[config.mk]
export PLATFORM = sky130hd
export DESIGN_NAME = iir4_tdf
export DESIGN_NICKNAME = d
export VERILOG_FILES = /design/src/rtl/iir4_tdf.sv
export SDC_FILE = /design/constraint.sdc
export NUM_CORES = 2
export LEC_CHECK = 0
export BUFFER_PORTS_ARGS = -buffer_cell sky130_fd_sc_hd__buf_2
export CELL_PAD_IN_SITES_DETAIL_PLACEMENT = 1
export CELL_PAD_IN_SITES_GLOBAL_PLACEMENT = 1
export CORE_MARGIN = 8
export CORE_UTILIZATION = 57
export CTS_BUF_LIST = sky130_fd_sc_hd__clkbuf_4
export DETAILED_ROUTE_END_ITERATION = 6
export PLACE_DENSITY_LB_ADDON = 0.1
export SYNTH_ARGS = -nofsm -noshare
export SYNTH_HDL_FRONTEND = slang
export SYNTH_SLANG_ARGS = --single-unit
[constraint.sdc]
create_clock -name clk -period 30.5 [get_ports clk]
set_clock_uncertainty 0.05 [all_clocks]
set_input_delay 1.525 -clock clk [delete_from_list [all_inputs] [get_ports clk]]
set_output_delay 1.525 -clock clk [all_outputs]
set_load 0.005 [all_outputs]
[src/rtl/iir4_tdf.sv]
module iir4_tdf #(
  parameter int IN_W      = 12,
  parameter int DW        = 16,
  parameter int CW        = 16,
  parameter int ORDER     = 4,
  parameter int PRE_SHIFT = 3
) (
  input  logic                      clk,
  input  logic                      rst_n,
  input  logic                      in_valid,
  input  logic [IN_W-1:0]           in_sample,
  input  logic [(ORDER+1)*CW-1:0]   coef_b,
  input  logic [ORDER*CW-1:0]       coef_a,
  output logic                      out_valid,
  output logic [DW-1:0]             y_out,
  output logic                      ovf_flag
);
  localparam int FRAC  = CW - 2;
  localparam int ACC_W = DW + CW + 3;
  localparam int RW    = ACC_W - FRAC;
  localparam logic signed [ACC_W-1:0] RND =
    {{(ACC_W-FRAC){1'b0}}, 1'b1, {(FRAC-1){1'b0}}};

  logic signed [DW-1:0]    u_ext, u_s;
  logic signed [DW-1:0]    st [1:ORDER];
  logic signed [CW-1:0]    b_c [0:ORDER];
  logic signed [CW-1:0]    a_c [1:ORDER];
  logic signed [ACC_W-1:0] acc_y;
  logic signed [RW-1:0]    y_full;
  logic signed [DW-1:0]    y_w;
  logic                    ovf_now;

  assign u_ext = {{(DW-IN_W){in_sample[IN_W-1]}}, in_sample};
  assign u_s   = u_ext >>> PRE_SHIFT;

  for (genvar k = 0; k <= ORDER; k++) begin : g_b
    assign b_c[k] = coef_b[k*CW +: CW];
  end
  for (genvar k = 1; k <= ORDER; k++) begin : g_a
    assign a_c[k] = coef_a[(k-1)*CW +: CW];
  end

  assign acc_y   = ACC_W'(b_c[0]) * ACC_W'(u_s) + (ACC_W'(st[1]) <<< FRAC) + RND;
  assign y_full  = RW'(acc_y >>> FRAC);
  assign y_w     = y_full[DW-1:0];
  assign ovf_now = (y_full[RW-1:DW-1] != '0) && (y_full[RW-1:DW-1] != '1);

  for (genvar k = 1; k <= ORDER; k++) begin : g_st
    logic signed [DW-1:0]    tail;
    logic signed [ACC_W-1:0] acc;
    if (k == ORDER) begin : g_last
      assign tail = '0;
    end else begin : g_mid
      assign tail = st[k+1];
    end
    assign acc = ACC_W'(b_c[k]) * ACC_W'(u_s) - ACC_W'(a_c[k]) * ACC_W'(y_w)
               + (ACC_W'(tail) <<< FRAC) + RND;
    always_ff @(posedge clk) begin
      if (!rst_n)        st[k] <= '0;
      else if (in_valid) st[k] <= DW'(acc >>> FRAC);
    end
    AST_STATE_HOLD: assert property (@(posedge clk) disable iff (!rst_n)
      !in_valid |=> $stable(st[k]));
  end

  always_ff @(posedge clk) begin
    if (!rst_n) begin
      out_valid <= 1'b0;
      y_out     <= '0;
      ovf_flag  <= 1'b0;
    end else begin
      out_valid <= in_valid;
      if (in_valid) begin
        y_out    <= y_w;
        ovf_flag <= ovf_now;
      end
    end
  end

  AST_RESET_CLEARS: assert property (@(posedge clk)
    !rst_n |=> (!out_valid && y_out == '0 && !ovf_flag));
  AST_VALID_LATENCY: assert property (@(posedge clk) disable iff (!rst_n)
    in_valid |=> out_valid);
  AST_NO_SPURIOUS_VALID: assert property (@(posedge clk) disable iff (!rst_n)
    !in_valid |=> !out_valid);
  AST_OUT_HOLD: assert property (@(posedge clk) disable iff (!rst_n)
    !in_valid |=> ($stable(y_out) && $stable(ovf_flag)));
  AST_FLAG_WITH_SAMPLE: assert property (@(posedge clk) disable iff (!rst_n)
    ($rose(ovf_flag) || $fell(ovf_flag)) |-> out_valid);
endmodule

### Word-level counts from Yosys, hierarchy flattened

Memories as Yosys holds them, arrays and structs flattened.
Index checks and enable logic that the tools add are counted.
Widths: inputs -> output; s select.

* $add $sub $neg: 13
* multipliers: 9
* equality and inequality tests: 1
* muxes and demuxes: 8
* bitwise operators: 4
* reduce and logical (&&, ||, !) cells: 2

Operator list (number)
* $mul 16x9->25: 5
* $add 30x15->30 const B: 4
* $mul 16x16->30: 4
* $sub 25x30->30: 4
* $add 30x30->30: 3
* $mux 16: 4
* $add 31x15->32 const B: 1
* $add 25x30->31: 1
* $ne 6x6->1 const B: 1
* $reduce_bool 6->1: 1
* $mux 1: 4
* $or 1x1->1: 4
* $logic_and 1x1->1: 1

* register bits after elaboration: 18
* RAM bits: 64
* input bits: 159
* word-level logic and storage cells: 41
* memories: 1

Memories
* st: words 4, width 16, rd ports 4, clocked after Yosys merged registers in 0, write ports 4, RTL line 25 `logic signed [DW-1:0] st [1:ORDER];`

### Logic depth before layout (Yosys ltp)

* word-level depth: 8
* gate-level depth with buffers: 53
* gate-level depth less buffers: 46

### Worst setup path after synthesis

Ideal clock, no wire load.

* path type: input -> register
* from: in in_sample[3]
* to: reg, netlist name st[0][31]
* setup time: 266 ps
* arrival: 13113 ps
* data required time: 30184 ps
* path slack: 17071 ps
* cell stages on the path: 46
* buffers on the path: 6
* cells stage by stage: clkbuf_1 clkbuf_1 clkbuf_1 nand2_1 fa_1 inv_1 fa_1 fa_1 fa_1 inv_1 fa_1 inv_1 ha_1 a21oi_1 o211ai_1 and3_1 o31a_1 buf_4 [10 not listed] fa_1 fa_1 fa_1 fa_1 inv_1 fa_1 inv_1 ha_1 nand4_1 or3_1 o211ai_1 and3b_1 a21oi_1 o21a_1 o21ai_0 o311ai_0 xnor3_1 nor2_1

RTL lines
* start, declared: RTL line 11 `input logic [IN_W-1:0] in_sample,`

==> impl_metrics.tcl <==
set metrics [dict create \
    max_slew_margin_pct 24.0 \
    clkSlewWorstSetupHoldPaths_ns 0.20 \
    cts_tree "done" \
    routed_wl_mm 199 \
    dr.pass1.iters 6 \
    timing.fmax_ghz 0.0617 \
    slowest_delay_ns 0.88 \
    critPathTopFamily "adder cells" \
    fin_crit_sh_pct 53.1 \
    die_w_um 362 \
    placement_rows 127 \
    synth.cells.most_frequent "1,975 x inv_1, 1,921 x fa_1, 988 x nand2_1" \
    rsz0062_at_grt "false" \
    netlist-cell-type-count 86 \
    critical_path.max_fanout 45 \
    grt_pass1_wl_mm 325 \
    drt-vias-per-instance 5.51 \
    initial_utilization_pct 57.2 \
    post_cts_resized 0 \
    required_ns 30.85 \
    vias 48227 \
    cts_root_buffer "clkbuf_4" \
    setup_violations 0 \
    cp_common_cell "fa_1" \
    drt-wirelength-per-cell_um 22.7 \
    synthTopCellsByArea "fa_1 56%, inv_1 11%, ha_1 8.9%, and2_1 6.0%, nand2_1 5.4%" \
    synth-compound-area-share_pct 2.67 \
    startpoint_type "input pin" \
    synth_ff_type "edfxtp_1" \
    yosys.area.top_type "fa_1" \
    grt_max_degree 66 \
    cts_sinks 82 \
    outcome "finished, final reports clean" \
    synth_edf_count 64 \
    clock_latency_ns 0.70 \
    coreArea_mm2 0.119 \
    gr-usage-all-layers_pct 32.0 \
    synth-seq-area-share_pct 3.34 \
    post-route-cell-area_mm2 0.0707 \
    ys_ff_latch 82 \
    synth_top_family_by_area "adder cells" \
    whs_ns 0.436 \
    async_flop_share_pct 0 \
    drc 0 \
    nets 9682 \
    htree_levels 3 \
    critPathSlowestCell "xor2_4" \
    synth_mux_area_share_pct 0.117 \
    maxCapViolCount 0 \
    setup-tns-final_ns 0 \
    hold_viol 0 \
    layout_setup_ws_ns 14.29 \
    min_path_type "flip-flop to flip-flop" \
    die-area_mm2 0.131 \
    drtIter0Drc 2976 \
    place_ws_ns 13.86 \
    antenna_found_initial 24 \
    clock_path_buffers 2 \
    cp.arrival_ns 16.56 \
    boundaryPins 177 \
    yosys.area_share.simple_pct 13.9 \
    die_h_um 362 \
    avgSynthCellArea_um2 9.47 \
    postPlaceCellArea_mm2 0.0705 \
    worstMarginPinSlew_ns 1.13 \
    holdBufCountCts 0 \
    grt.overflow.total 0 \
    ys_warn_count 0 \
    critPathBufInv 10 \
    synthAdderAreaFrac_pct 65.2 \
    syn_nets 9782 \
    cts_made_buffers 9 \
    post-route-min-period_ns 16.21 \
    cts_setup_buffers 0 \
    synth_area_mm2 0.0684 \
    end_kind "flip-flop" \
    portBuffers 173 \
    slew_violations 0 \
    synth_xor_xnor_area_share_pct 2.07 \
    grt_pass1_vias 57993 \
    worstSetupPathType "input pin to flip-flop" \
    dp_hpwl_mm 163 \
    synth.top_cell.area_share_pct 56.3 \
    gp_congestion 0.878 \
    area_growth_pct 3.41 \
    synth_most_common_cell "inv_1" \
    drive_gt1_share_pct 3.88 \
    syn_inst 7216 \
    ant_nets 0 \
]
## cells by family (layout without fill, tap and decap cells)
group | after synthesis | in the layout
muxes | 8 | 8
and+or+nand+nor | 1995 | 1995
other | 0 | 17
buffers and inverters | 2303 | 2208
adders and majority gates | 2408 | 2408
xor gates and xnor gates | 160 | 160
DFF | 82 | 82
AOI/OAI and AO/OA | 260 | 260
## layout make-up
class | count | area [um^2]
inverter | 1976 | 7420
fill | 13698 | 48800
multi-input combinational | 4831 | 57600
clock buffer | 9 | 67.6
timing repair buffer | 216 | 1210
clock inverter | 7 | 106
tap | 1612 | 2020
antenna | 17 | 42.5
sequential | 82 | 2280
## placed cells by master, fill, tap and decap left out, drive strengths merged, types with 42 or more instances in the layout
| cell type | n |
|---|---|
| nand2 | 988 |
| a21o | 44 |
| nand2b | 42 |
| fa | 1921 |
| nor2 | 199 |
| inv | 1979 |
| a21oi | 66 |
| xnor2 | 126 |
| buf | 216 |
| edfxtp | 64 |
| and2 | 657 |
| ha | 486 |
## layer usage
metal  vias up  routed length (um)  GRT usage (%)
met5         -                  13              0
met4         2                7110           10.8
met3       305               13600           4.68
met2      1651               96500           52.5
met1     25998               81600           44.0
li1      20271                   -              -
## stage by stage
| step | util [%] | instances |
|---|---|---|
| final | 59.2 | 8750 |
| after global routing | 59.2 | 8745 |
| after CTS | 59.1 | 8733 |
| after detailed placement | 59.0 | 8717 |
| after global placement | 59.0 | 8717 |
| after floorplan | - | 7216 |
## flip-flops by register name, summed over array words and instances, names as in the netlist
register and count:
out_valid 1, ovf_flag 1, st 64, y_out 16
## worst paths after layout
check | from | to | slack [ns] | depth (start not counted)
setup / recovery | in_sample[5] | st[0][63]$_SDFFCE_PN0P_ | 14.29 | 45
hold / removal | ovf_flag$_SDFFE_PN0P_ | ovf_flag$_SDFFE_PN0P_ | 0.44 | 1
setup reg to reg | st[0][19]$_SDFFCE_PN0P_ | st[0][63]$_SDFFCE_PN0P_ | 17.56 | 38
hold reg to reg | ovf_flag$_SDFFE_PN0P_ | ovf_flag$_SDFFE_PN0P_ | 0.44 | 1
Power is not shown: default switching activity piles up to over one toggle a cycle in this logic, so the estimate is an artifact.
